`src/rtl/irq_entry_pkg.sv`:
```
package irq_entry_pkg;
    localparam int XLEN       = 32;
    localparam int HALF_W     = XLEN / 2;
    localparam int NUM_MASK   = 6;
    localparam int LINE_W     = $clog2(NUM_MASK);
    localparam int ID_BIT     = 5;
    localparam int EP_BIT     = 6;
    localparam int NP_BIT     = 7;

    localparam logic [XLEN-1:0] RESET_PSW   = 32'h0000_0020;
    localparam logic [XLEN-1:0] NMI_VECTOR  = 32'h0000_0010;
    localparam logic [XLEN-1:0] MASK_BASE   = 32'h0000_0080;
    localparam logic [XLEN-1:0] MASK_STRIDE = 32'h0000_0010;

    typedef enum logic [1:0] {
        ENT_NONE,
        ENT_RESET,
        ENT_NMI,
        ENT_MASK
    } entry_kind_e;

    typedef struct packed {
        entry_kind_e         kind;
        logic [LINE_W-1:0]   line;
    } entry_sel_t;

    function automatic logic [XLEN-1:0] mask_vector(input logic [LINE_W-1:0] line);
        return MASK_BASE + MASK_STRIDE * XLEN'(line);
    endfunction

    function automatic logic [XLEN-1:0] entered_psw(input logic [XLEN-1:0] p);
        logic [XLEN-1:0] r;
        r         = p;
        r[ID_BIT] = 1'b1;
        r[EP_BIT] = 1'b0;
        return r;
    endfunction
endpackage

```
`src/rtl/irq_select.sv`:
```
module irq_select
    import irq_entry_pkg::*;
(
    input  logic                clk,
    input  logic                rst,
    input  logic                boundary,
    input  logic                reset_req,
    input  logic                nmi_want,
    input  logic                nmi_busy,
    input  logic                int_disabled,
    input  logic [NUM_MASK-1:0] mask_req,
    output entry_sel_t          sel
);
    always_comb begin
        sel.kind = ENT_NONE;
        sel.line = '0;
        if (boundary) begin
            if (reset_req) begin
                sel.kind = ENT_RESET;
            end else if (nmi_want && !nmi_busy) begin
                sel.kind = ENT_NMI;
            end else if (!int_disabled && (|mask_req)) begin
                sel.kind = ENT_MASK;
                // descending scan: the last hit is the lowest index
                for (int i = NUM_MASK - 1; i >= 0; i--) begin
                    if (mask_req[i]) sel.line = LINE_W'(i);
                end
            end
        end
    end

    AST_MASK_LINE_LIVE: assert property (@(posedge clk) disable iff (rst)
        (sel.kind == ENT_MASK) |-> (mask_req[sel.line] && !int_disabled));

    AST_MASK_LOWEST: assert property (@(posedge clk) disable iff (rst)
        (sel.kind == ENT_MASK) |->
            ((mask_req & ((NUM_MASK'(1) << sel.line) - NUM_MASK'(1))) == '0));
endmodule

```
`src/rtl/nmi_latch.sv`:
```
module nmi_latch (
    input  logic clk,
    input  logic rst,
    input  logic nmi_req,
    input  logic take,
    input  logic drop,
    output logic held,
    output logic want
);
    assign want = held | nmi_req;

    always_ff @(posedge clk) begin
        if (rst || drop || take) begin
            held <= 1'b0;
        end else if (nmi_req) begin
            held <= 1'b1;
        end
    end
endmodule

```
`src/rtl/irq_entry_ctrl.sv`:
```
module irq_entry_ctrl
    import irq_entry_pkg::*;
(
    input  logic                clk,
    input  logic                rst,
    input  logic                boundary_i,
    input  logic                reset_req_i,
    input  logic                nmi_req_i,
    input  logic [NUM_MASK-1:0] mask_req_i,
    input  logic [XLEN-1:0]     pc_i,
    input  logic                psw_wr_i,
    input  logic [XLEN-1:0]     psw_wdata_i,
    input  logic                nmi_done_i,
    output logic                redirect_o,
    output logic [XLEN-1:0]     redirect_pc_o,
    output logic [XLEN-1:0]     psw_o,
    output logic [XLEN-1:0]     cause_o,
    output logic [XLEN-1:0]     nmi_save_pc_o,
    output logic [XLEN-1:0]     nmi_save_psw_o,
    output logic [XLEN-1:0]     int_save_pc_o,
    output logic [XLEN-1:0]     int_save_psw_o,
    output logic                nmi_held_o
);
    logic [XLEN-1:0] psw_q, cause_q, fepc_q, fepsw_q, eipc_q, eipsw_q;
    logic [XLEN-1:0] psw_next, redir_pc_q;
    logic            redir_q;
    logic            nmi_want;
    entry_sel_t      sel;

    irq_select u_select (
        .clk          (clk),
        .rst          (rst),
        .boundary     (boundary_i),
        .reset_req    (reset_req_i),
        .nmi_want     (nmi_want),
        .nmi_busy     (psw_q[NP_BIT]),
        .int_disabled (psw_q[ID_BIT]),
        .mask_req     (mask_req_i),
        .sel          (sel)
    );

    nmi_latch u_nmi (
        .clk     (clk),
        .rst     (rst),
        .nmi_req (nmi_req_i),
        .take    (sel.kind == ENT_NMI),
        .drop    (sel.kind == ENT_RESET),
        .held    (nmi_held_o),
        .want    (nmi_want)
    );

    always_comb begin
        psw_next = psw_q;
        unique case (sel.kind)
            ENT_RESET: psw_next = RESET_PSW;
            ENT_NMI: begin
                psw_next         = entered_psw(psw_q);
                psw_next[NP_BIT] = 1'b1;
            end
            ENT_MASK: begin
                psw_next = entered_psw(psw_q);
                if (nmi_done_i) psw_next[NP_BIT] = 1'b0;
            end
            default: begin
                if (psw_wr_i) psw_next = psw_wdata_i;
                if (nmi_done_i) psw_next[NP_BIT] = 1'b0;
            end
        endcase
    end

    always_ff @(posedge clk) begin
        if (rst) begin
            psw_q      <= RESET_PSW;
            cause_q    <= '0;
            fepc_q     <= '0;
            fepsw_q    <= '0;
            eipc_q     <= '0;
            eipsw_q    <= '0;
            redir_q    <= 1'b0;
            redir_pc_q <= '0;
        end else begin
            psw_q   <= psw_next;
            redir_q <= (sel.kind != ENT_NONE);
            unique case (sel.kind)
                ENT_RESET: begin
                    cause_q    <= '0;
                    redir_pc_q <= '0;
                end
                ENT_NMI: begin
                    fepc_q     <= pc_i;
                    fepsw_q    <= psw_q;
                    cause_q    <= {NMI_VECTOR[HALF_W-1:0], cause_q[HALF_W-1:0]};
                    redir_pc_q <= NMI_VECTOR;
                end
                ENT_MASK: begin
                    eipc_q     <= pc_i;
                    eipsw_q    <= psw_q;
                    cause_q    <= {cause_q[XLEN-1:HALF_W], mask_vector(sel.line)[HALF_W-1:0]};
                    redir_pc_q <= mask_vector(sel.line);
                end
                default: ;
            endcase
        end
    end

    assign redirect_o     = redir_q;
    assign redirect_pc_o  = redir_pc_q;
    assign psw_o          = psw_q;
    assign cause_o        = cause_q;
    assign nmi_save_pc_o  = fepc_q;
    assign nmi_save_psw_o = fepsw_q;
    assign int_save_pc_o  = eipc_q;
    assign int_save_psw_o = eipsw_q;

    AST_ENTRY_MASKS: assert property (@(posedge clk) disable iff (rst)
        redir_q |-> (psw_q[ID_BIT] && !psw_q[EP_BIT]));

    AST_ENTRY_ON_BOUNDARY: assert property (@(posedge clk) disable iff (rst)
        redir_q |-> $past(boundary_i));

    AST_NMI_MARKS_SERVICE: assert property (@(posedge clk) disable iff (rst)
        (redir_q && redir_pc_q == NMI_VECTOR) |-> psw_q[NP_BIT]);

    AST_NMI_NOT_NESTED: assert property (@(posedge clk) disable iff (rst)
        (redir_q && redir_pc_q == NMI_VECTOR) |-> !$past(psw_q[NP_BIT]));

    AST_MASK_WAS_ENABLED: assert property (@(posedge clk) disable iff (rst)
        (redir_q && redir_pc_q[7]) |-> !$past(psw_q[ID_BIT]));

    AST_MASK_CAUSE_CODE: assert property (@(posedge clk) disable iff (rst)
        (redir_q && redir_pc_q[7]) |-> (cause_q[HALF_W-1:0] == redir_pc_q[HALF_W-1:0]));

    AST_RESET_CLEARS_HELD: assert property (@(posedge clk) disable iff (rst)
        (redir_q && redir_pc_q == '0) |-> !nmi_held_o);
endmodule

```
`config.mk`:
```
export PLATFORM = sky130hd
export DESIGN_NAME = irq_entry_ctrl
export DESIGN_NICKNAME = d
export VERILOG_FILES = /design/src/rtl/irq_entry_pkg.sv /design/src/rtl/irq_select.sv /design/src/rtl/nmi_latch.sv /design/src/rtl/irq_entry_ctrl.sv
export SDC_FILE = /design/constraint.sdc
export NUM_CORES = 1
export LEC_CHECK = 0
export ABC_AREA = 1
export BUFFER_PORTS_ARGS = -buffer_cell sky130_fd_sc_hd__buf_4
export CORE_MARGIN = 1
export CORE_UTILIZATION = 35
export DETAILED_ROUTE_END_ITERATION = 6
export GPL_TIMING_DRIVEN = 0
export SYNTH_ARGS = -nofsm -noshare
export SYNTH_HDL_FRONTEND = slang
export SYNTH_SLANG_ARGS = --single-unit
```
`constraint.sdc`:
```
create_clock -name clk -period 1.3 [get_ports clk]
set_input_delay 0.195 -clock clk [delete_from_list [all_inputs] [get_ports clk]]
set_output_delay 0.195 -clock clk [all_outputs]
set_load 0.005 [all_outputs]
```
==> results of run 1 <==
critical path, stage by stage (launching register included):
cell	delay (ns)
dfxtp_4	0.36
nor2_4	0.12
nor2_4	0.06
nand2_4	0.10
nand2_4	0.06
nand2_4	0.08
nand2_4	0.07
buf_12	0.16
clkbuf_16	0.16
a21oi_2	0.11
nor2_1	0.05
cell type report:
| cell class | count | share of cell area [%] |
|---|---|---|
| multi-input combinational | 607 | 29.1 |
| sequential | 171 | 28.9 |
| timing repair buffer | 314 | 24.5 |
| buffer | 113 | 8.58 |
| clock buffer | 18 | 3.61 |
| tap | 234 | 2.46 |
| inverter | 38 | 1.43 |
| clock inverter | 13 | 1.40 |
| timing repair inverter | 1 | 0.0737 |
worst max path at each step:
stage	cells past startpoint	to	from	slack (ns)
6_report	10	psw_o[1]	u_nmi.held	-0.14
5_1_grt	7	nmi_save_psw_o[29]	u_nmi.held	-0.17
4_1_cts	10	psw_o[19]	u_nmi.held	-0.06
3_5_place_dp	4	int_save_pc_o[23]	rst	-0.50
3_3_place_gp	7	int_save_psw_o[17]	psw_o[7]	-0.51
2_1_floorplan	9	psw_o[0]	u_nmi.held	-0.02
stage by stage:
step | instances | power (mW) | cell area [um^2] | hold WS [ns]
final | 1509 | 13.2 | 11900 | 0.0122
after floorplan | 929 | 6.50 | 6930 | 0.331
after global routing | 1509 | 13.7 | 11900 | 0.00619
after detailed placement | 1409 | 7.27 | 9070 | 0.426
after CTS | 1476 | 12.8 | 10400 | 0.00306
after global placement | 1409 | 7.27 | 9070 | 0.420
layer usage:
layer,vias up,share of wire [%]
met3,35,6.8
li1,3506,-
met2,249,49
met5,-,0
met1,3274,42
met4,0,2.4
kinds of logic (layout without fill, tap and decap cells):
kind of cell	count (synthesis)	count (layout)	share of synthesized area [%]
AND/OR/NAND/NOR	359	359	22.1
AO/OA/AOI/OAI	193	193	14.5
buffers and inverters	151	497	12.3
other	1	55	0.0560
flip-flops	171	171	51.1
flip-flops by register name (all words and copies together) (netlist names), 4 cells and up:
signal / flops
int_save_psw_o: 32
psw_o: 32
int_save_pc_o: 32
redirect_pc_o: 4
cause_o: 5
nmi_save_pc_o: 32
nmi_save_psw_o: 32
cells in the final DEF, fill, tap and decap left out, types with 2 or more instances in the layout:
master	instances
nand2_2	27
nand3_1	10
a21oi_4	2
bufinv_16	3
clkinv_8	2
nor2_1	46
o21ai_1	7
nor2_4	4
dfxtp_1	168
o21ai_4	2
inv_1	31
buf_6	19
nor3_1	2
buf_16	2
clkbuf_2	5
buf_4	317
inv_6	4
buf_12	15
dlygate4sd3_1	15
o21ai_2	12
conb_1	55
buf_8	17
nand4_1	15
a21oi_2	69
dfxtp_4	3
buf_2	3
o21ai_0	13
clkinv_2	3
clkbuf_1	15
nand2_1	197
a21oi_1	86
nand2_4	41
nand3_4	2
nand3_2	12
clkinvlp_4	2
clkbuf_16	36
inv_2	4
timing repair:
action,CTS,global route
setup endpoints to repair,169,159
hold endpoints to repair,15,0
resized for setup,104,273
buffers inserted,18,12
gates cloned,3,21
pin swaps,14,74
hold buffers,15,0
power groups by stage:
stage                     clock network (mW)  registers (mW)  logic (mW)
after floorplan                            0            5.70       0.803
after CTS                               5.33            5.60        1.85
final                                   5.27            5.62        2.29
after global placement                     0            5.71        1.56
after global routing                    5.58            5.64        2.47
after detailed placement                   0            5.71        1.57
==> metrics.cfg, run 1 <==
[logic_synthesis]
yosysUniqueCellTypes=25
yosysTopAreaCellShare_pct=51.1
yosys-top-cells-count=nand2_1, dfxtp_1, a21oi_1, buf_4, nor2_1
ys.warnings.count=0
synth-seq-cells=171
netlist_area_um2=6700
synth.most_common_cell=nand2_1
synth-edff-count=0
seq_area_frac_synth_pct=51.1
yosys.area.top_type=dfxtp_1
syn_inst=875
syn_avg_cell_area_um2=7.66
async_flop_share_pct=0
synth_ff_type=dfxtp_1
synth_area_leaders=dfxtp_1, nand2_1, a21oi_1, buf_4, nor2_1

[timing]
fmax_ghz=0.696
slew_headroom_pct=50.2
finalSetupViolCount=134
fin_skew_ns=0.00861
grt_setup_unrepaired=yes
timing.setup.tns_ns=-6.86
timing.final.crit_share_pct=111
worst_slack_ns=-0.138
drv_slew=0
finalHoldViolations=0
fin_crit_ns=1.44
worst_pin_slew_ns=0.748

[worst_hold_path]
whs_path_depth=3
holdCritStartpoint=pc_i[3]
holdPathEnd=nmi_save_pc_o[3]
worst_hold_path_type=input pin to flop

[floorplan]
core_area_um2=18700
ioPinCount=303
dieArea_um2=19700
dieHeight_um=140
die_w_um=140
rows=50
initial_core_util_pct=35.8

[power]
peakVddDrop_mv=0.970
p_leak_nw=5.43
power_frac_clock_pct=40.0
p_sw_share_pct=26.6
switchingPower_mw=3.50
power_frac_seq_pct=42.6
p_per_area_nw_per_um2=1110
p_int_mw=9.67
combPwrFrac_pct=17.4

[placed_design]
preCtsSetupSlack_ns=-0.501
gp_congestion=0.791
hpwl_mm=16.0
portBuffers=246

[drt]
drt.antenna.violating_nets=0
wl_mm=24.8
detail_route.wl_per_cell_um=16.4
drtIter0Drc=289
vias_per_cell=4.68
vias=7064
drc_errors=0
drtPass1Iterations=5

[cells_and_area]
fin_nets=1340
final_layout_size_suffix_gt1_share_pct=47.9
multi_input_area_um2=3460
area_delta_synth_final_pct=77.4
finalCoreUtilization_pct=63.5
antennaDiodeCount=0
filler_cell_count=1658
final-seq-area_um2=3430

[global_routing]
antenna_found_initial=0
overflow=0
grt_pass1_wl_mm=34.5
grtUsageMet2_pct=37.1
busiest_layer=met2
grt.met1_usage_pct=28.6
grt_max_degree=17
grt_pass1_vias=6238
grt.met3_usage_pct=6.39
grt.total_usage_pct=22.9

[setup_path]
required_ns=1.64
critPathArrivalTime_ns=1.77
reg2reg_slack_ns=-0.14
critPathCaptureType=flop
r2r-end=psw_o[1]
critPathKind=flop to flop
r2r-start=u_nmi.held
worstPathMaxFanout=7
ff2ff_path_depth=10
start_kind=flop

[clocking]
cts_made_buffers=17
clock_sinks=171
h-tree-depth=4
clockBufferDepth=2
clkTransAtPathRegs_ns=0.07
cts_tree=built
cts-root-buf=clkbuf_16
clock_latency_ns=0.44

[run_status]
status=finished with violations
violations=negative setup slack

[job]
drv_cap=0

Power figures use the tool's default switching activity.
==> run 2: changes to the inputs <==
--- a/config.mk
+++ b/config.mk
@@ -10,7 +10,6 @@
 export CORE_MARGIN = 1
 export CORE_UTILIZATION = 35
 export DETAILED_ROUTE_END_ITERATION = 6
-export GPL_TIMING_DRIVEN = 0
 export SYNTH_ARGS = -nofsm -noshare
 export SYNTH_HDL_FRONTEND = slang
 export SYNTH_SLANG_ARGS = --single-unit
==> metrics.cfg, run 2 (synthesis results as in run 1) <==
[cells_and_area]
final_layout_size_suffix_gt1_share_pct=42.5  ; was 47.9%
area_delta_synth_final_pct=62.0  ; was 77.4%
filler_cell_count=1721  ; was 1658
fin_nets=1237  ; was 1340
final_area_um2=10900  ; was 11900 um^2
multi_input_area_um2=3410  ; was 3460 um^2
final_common_cell=buf_4  ; unchanged
final_cell_mix=buf_4, nand2_1, dfxtp_1  ; unchanged
final-seq-area_um2=3430  ; unchanged
antennaDiodeCount=0  ; unchanged

[global_routing]
busiest_layer=met2  ; unchanged
grtUsageMet2_pct=34.1  ; was 37.1%
grt.total_usage_pct=21.1  ; was 22.9%
grt.met3_usage_pct=5.64  ; was 6.39%
grt_pass1_vias=5870  ; was 6238
overflow=0  ; unchanged
grt.met1_usage_pct=27.3  ; was 28.6%
grt_pass1_wl_mm=32.4  ; was 34.5 mm
grt_max_degree=67  ; was 17
antenna_found_initial=0  ; unchanged

[clocking]
cts-root-buf=clkbuf_16  ; unchanged
clock_latency_ns=0.43  ; was 0.44 ns
cts_made_buffers=17  ; unchanged
clock_sinks=171  ; unchanged
clockBufferDepth=2  ; unchanged
clkTransAtPathRegs_ns=0.07  ; about the same
h-tree-depth=4  ; unchanged
cts_tree=built  ; unchanged

[power]
p_sw_share_pct=27.6  ; was 26.6%
peakVddDrop_mv=0.944  ; was 0.970 mV
p_per_area_nw_per_um2=1150  ; was 1110 nW/um^2
p_int_mw=9.04  ; was 9.67 mW
switchingPower_mw=3.44  ; was 3.50 mW
power_frac_seq_pct=45.0  ; was 42.6%
p_total_mw=12.5  ; was 13.2 mW
p_leak_nw=4.93  ; was 5.43 nW
power_frac_clock_pct=39.8  ; was 40.0%
combPwrFrac_pct=15.2  ; was 17.4%

[drt]
vias_per_cell=4.75  ; was 4.68
vias=6687  ; was 7064
wl_mm=23.4  ; was 24.8 mm
drtPass1Iterations=5  ; unchanged
drt.antenna.violating_nets=0  ; unchanged
drc_errors=0  ; unchanged
detail_route.wl_per_cell_um=16.7  ; was 16.4 um
drtIter0Drc=293  ; was 289

[floorplan]
rows=50  ; unchanged
dieHeight_um=140  ; unchanged
initial_core_util_pct=35.8  ; unchanged
core_area_um2=18700  ; unchanged
die_w_um=140  ; unchanged
dieArea_um2=19700  ; unchanged
ioPinCount=303  ; unchanged

[setup_path]
critPathCaptureType=flop  ; unchanged
critPathLaunch=u_nmi.held  ; unchanged
cp-endpoint=nmi_save_psw_o[30]  ; was psw_o[1]
reg2reg_slack_ns=-0.08  ; was -0.14 ns
r2r-start=u_nmi.held  ; unchanged
critPathArrivalTime_ns=1.74  ; was 1.77 ns
worstPathMaxFanout=11  ; was 7
r2r-end=nmi_save_psw_o[30]  ; was psw_o[1]
ff2ff_path_depth=7  ; was 10
start_kind=flop  ; unchanged
critPathKind=flop to flop  ; unchanged
required_ns=1.66  ; was 1.64 ns

[run_status]
status=finished with violations  ; unchanged
violations=negative setup slack  ; unchanged

[timing]
timing.setup.tns_ns=-2.53  ; was -6.86 ns
finalSetupViolCount=100  ; was 134
fin_skew_ns=0.0174  ; was 0.00861 ns
drv_slew=0  ; unchanged
fmax_ghz=0.724  ; was 0.696 GHz
finalHoldViolations=0  ; unchanged
grt_setup_unrepaired=yes  ; unchanged
fin_crit_ns=1.38  ; was 1.44 ns
timing.final.crit_share_pct=106  ; was 111%
worst_slack_ns=-0.0809  ; was -0.138 ns

[job]
drv_cap=0  ; unchanged

[placed_design]
portBuffers=247  ; was 246
place_area_um2=8790  ; was 9070 um^2
gp_congestion=0.746  ; was 0.791
hpwl_mm=13.9  ; was 16.0 mm

[worst_hold_path]
worst_hold_path_type=input pin to flop  ; unchanged

[run 2: cell type report]
class | count | share of cell area (%)
sequential | 171 | 31.6
multi-input combinational | 611 | 31.4
inverter | 38 | 1.67
timing repair inverter | 2 | 0.300
timing repair buffer | 319 | 27.1
tap | 234 | 2.70
clock buffer | 18 | 3.95
clock inverter | 14 | 1.24
[run 2: layer usage]
metal / routed length, um / up-vias
met5: 0 / -
met4: 328 / 0
met3: 1600 / 29
met2: 11600 / 242
met1: 9900 / 3127
li1: - / 3289
[run 2: what timing repair did]
item	CTS	global route
endpoints found under the setup margin	151	161
cloned	5	19
setup buffers	3	1
endpoints found under the hold margin	15	0
hold buffers	15	0
resized for setup	54	179
pin swaps	7	51
[run 2: how the worst min path moves through the flow]
stage	from	end	slack, ns	cells past startpoint
2_1_floorplan	psw_wdata_i[5]	psw_o[5]	0.33	2
4_1_cts	pc_i[21]	nmi_save_pc_o[21]	0.01	3
6_report	pc_i[20]	int_save_pc_o[20]	0.02	3
3_3_place_gp	psw_wdata_i[30]	psw_o[30]	0.42	3
3_5_place_dp	psw_wdata_i[14]	psw_o[14]	0.43	3
5_1_grt	pc_i[4]	int_save_pc_o[4]	0.01	3
[run 2: critical path, stage by stage, from the launching register on]
cell       delay [ns]
dfxtp_4          0.38
nor2_4           0.05
nor2_4           0.11
nand3_2          0.18
inv_8            0.18
clkbuf_16        0.19
o21ai_0          0.09
a21oi_1          0.14
[run 2: power by group through the flow]
stage / combinational, mW / sequential (mW) / clock [mW]
after floorplan: 0.803 / 5.70 / 0
after global placement: 1.47 / 5.70 / 0
after detailed placement: 1.47 / 5.70 / 0
after CTS: 1.65 / 5.59 / 5.08
after global routing: 2.07 / 5.64 / 5.31
final: 1.90 / 5.61 / 4.96
[run 2: stage by stage]
step	hold WS (ns)	instances	util, %	setup slack [ns]
global placement	0.421	1333	47.0	-0.207
global route	0.0100	1407	58.0	-0.140
finish	0.0244	1407	58.0	-0.0809
CTS	0.0103	1387	52.3	-0.0428
floorplan	0.331	929	-	-0.0238
detailed placement	0.427	1333	47.0	-0.271
==> run 3: changes to the inputs <==
==> constraint.sdc (replaced) <==
create_clock -name clk -period 1.3 [get_ports clk]
set_input_delay 0.195 -clock clk [delete_from_list [all_inputs] [get_ports clk]]
set_output_delay 0.195 -clock clk [all_outputs]
set_load 0.1 [all_outputs]
==> metrics.cfg, run 3 (synthesis results as in run 1) <==
[run_status]
status=finished with violations  ; unchanged
violations=negative setup slack  ; unchanged

[timing]
finalSetupViolCount=71  ; was 100
hold_ws_ns=0.0168  ; was 0.0244 ns
finalHoldViolations=0  ; unchanged
worst_slack_ns=-0.0614  ; was -0.0809 ns
grt_setup_unrepaired=yes  ; unchanged
drv_slew=0  ; unchanged
fin_crit_ns=1.36  ; was 1.38 ns
fin_skew_ns=0.0138  ; was 0.0174 ns
fmax_ghz=0.735  ; was 0.724 GHz
timing.setup.tns_ns=-2.01  ; was -2.53 ns
timing.final.crit_share_pct=105  ; was 106%

[placed_design]
place_area_um2=8840  ; was 8790 um^2
gp_congestion=0.761  ; was 0.746
preCtsSetupSlack_ns=-0.297  ; was -0.271 ns
hpwl_mm=14.2  ; was 13.9 mm
placed_cells=1338  ; was 1333
portBuffers=247  ; unchanged

[setup_path]
r2r-start=psw_o[5]  ; was u_nmi.held
start_kind=flop  ; unchanged
r2r-end=int_save_psw_o[29]  ; was nmi_save_psw_o[30]
reg2reg_slack_ns=-0.06  ; was -0.08 ns
required_ns=1.66  ; about the same
critPathKind=flop to flop  ; unchanged
critPathCaptureType=flop  ; unchanged
ff2ff_path_depth=7  ; unchanged
worstPathMaxFanout=5  ; was 11
critPathArrivalTime_ns=1.72  ; was 1.74 ns

[cells_and_area]
final_layout_size_suffix_gt1_share_pct=40.1  ; was 42.5%
final_common_cell=nand2_1  ; was buf_4
instances_no_fill=1408  ; was 1407
fin_nets=1238  ; was 1237
final_cell_mix=nand2_1, buf_4, dfxtp_1  ; was buf_4, nand2_1, dfxtp_1
final_area_um2=10900  ; about the same
antennaDiodeCount=0  ; unchanged
finalCoreUtilization_pct=58.3  ; was 58.0%
area_delta_synth_final_pct=62.6  ; was 62.0%

[floorplan]
dieArea_um2=19700  ; unchanged
initial_core_util_pct=35.8  ; unchanged
core_area_um2=18700  ; unchanged
ioPinCount=303  ; unchanged
rows=50  ; unchanged
dieHeight_um=140  ; unchanged
die_w_um=140  ; unchanged

[global_routing]
grt.total_usage_pct=22.4  ; was 21.1%
grt_max_degree=44  ; was 67
grt_pass1_vias=6192  ; was 5870
grt.met3_usage_pct=6.26  ; was 5.64%
grt.met1_usage_pct=29.1  ; was 27.3%
grt_pass1_wl_mm=34.2  ; was 32.4 mm
overflow=0  ; unchanged
busiest_layer=met2  ; unchanged
antenna_found_initial=0  ; unchanged
grtUsageMet2_pct=34.8  ; was 34.1%

[drt]
drtPass1Iterations=5  ; unchanged
drtIter0Drc=302  ; was 293
drt.antenna.violating_nets=0  ; unchanged
vias=6638  ; was 6687
drc_errors=0  ; unchanged
vias_per_cell=4.71  ; was 4.75
detail_route.wl_per_cell_um=16.4  ; was 16.7 um
wl_mm=23.1  ; was 23.4 mm

[clocking]
clkTransAtPathRegs_ns=0.07  ; about the same
clock_latency_ns=0.43  ; about the same
clockBufferDepth=2  ; unchanged
clock_sinks=171  ; unchanged
cts_tree=built  ; unchanged
cts_made_buffers=17  ; unchanged
cts-root-buf=clkbuf_16  ; unchanged
h-tree-depth=4  ; unchanged

[power]
p_leak_nw=4.93  ; about the same
switchingPower_mw=5.51  ; was 3.44 mW
combPwrFrac_pct=26.8  ; was 15.2%
p_sw_share_pct=36.5  ; was 27.6%
p_per_area_nw_per_um2=1380  ; was 1150 nW/um^2
power_frac_clock_pct=35.8  ; was 39.8%
p_total_mw=15.1  ; was 12.5 mW
power_frac_seq_pct=37.4  ; was 45.0%
p_int_mw=9.58  ; was 9.04 mW
peakVddDrop_mv=0.940  ; was 0.944 mV

[worst_hold_path]
holdCritStartpoint=psw_wdata_i[5]  ; was pc_i[20]
worst_hold_path_type=input pin to flop  ; unchanged
whs_path_depth=3  ; unchanged
holdPathEnd=psw_o[5]  ; was int_save_pc_o[20]

[job]
drv_cap=0  ; unchanged

[run 3: metal layers]
layer	part of all wire, %	vias up
li1	-	3293
met1	44	3073
met2	47	235
met3	6.4	37
met4	2.6	0
met5	0	-
[run 3: area by class of cell]
class,instances,area (um^2)
Clock buffer,18,439
Sequential cell,171,3460
Clock inverter,14,180
Tap cell,234,293
Multi-Input combinational cell,610,3150
Fill cell,1711,7810
Inverter,38,153
Timing Repair Buffer,323,3230
[run 3: timing repair]
item,in CTS,in global routing
pin swaps,14,34
cloned,6,9
resized for setup,87,171
hold endpoints to repair,13,0
setup endpoints to repair,165,227
hold buffers,13,0
buffers inserted,9,3
[run 3: worst max-delay path by stage]
stage | startpoint | end | cells after the start
floorplan | u_nmi.held | psw_o[31] | 10
global placement | mask_req_i[4] | psw_o[10] | 10
detailed placement | mask_req_i[4] | psw_o[17] | 10
CTS | u_nmi.held | psw_o[4] | 9
global route | u_nmi.held | nmi_save_psw_o[29] | 7
finish | psw_o[5] | int_save_psw_o[29] | 7
[run 3: worst max-delay path, stage by stage (launching register included)]
cell	delay [ns]
dfxtp_2	0.35
nor2_4	0.17
nand4_4	0.16
clkinv_4	0.12
buf_12	0.14
clkbuf_16	0.15
o21ai_0	0.08
a21oi_1	0.12
[run 3: power groups by stage]
stage / registers, mW / clock network (mW) / logic [mW]
finish: 5.64 / 5.40 / 4.05
global route: 5.67 / 5.75 / 4.21
CTS: 5.61 / 5.52 / 3.89
detailed placement: 5.70 / 0 / 3.63
global placement: 5.70 / 0 / 3.62
floorplan: 7.12 / 0 / 1.52
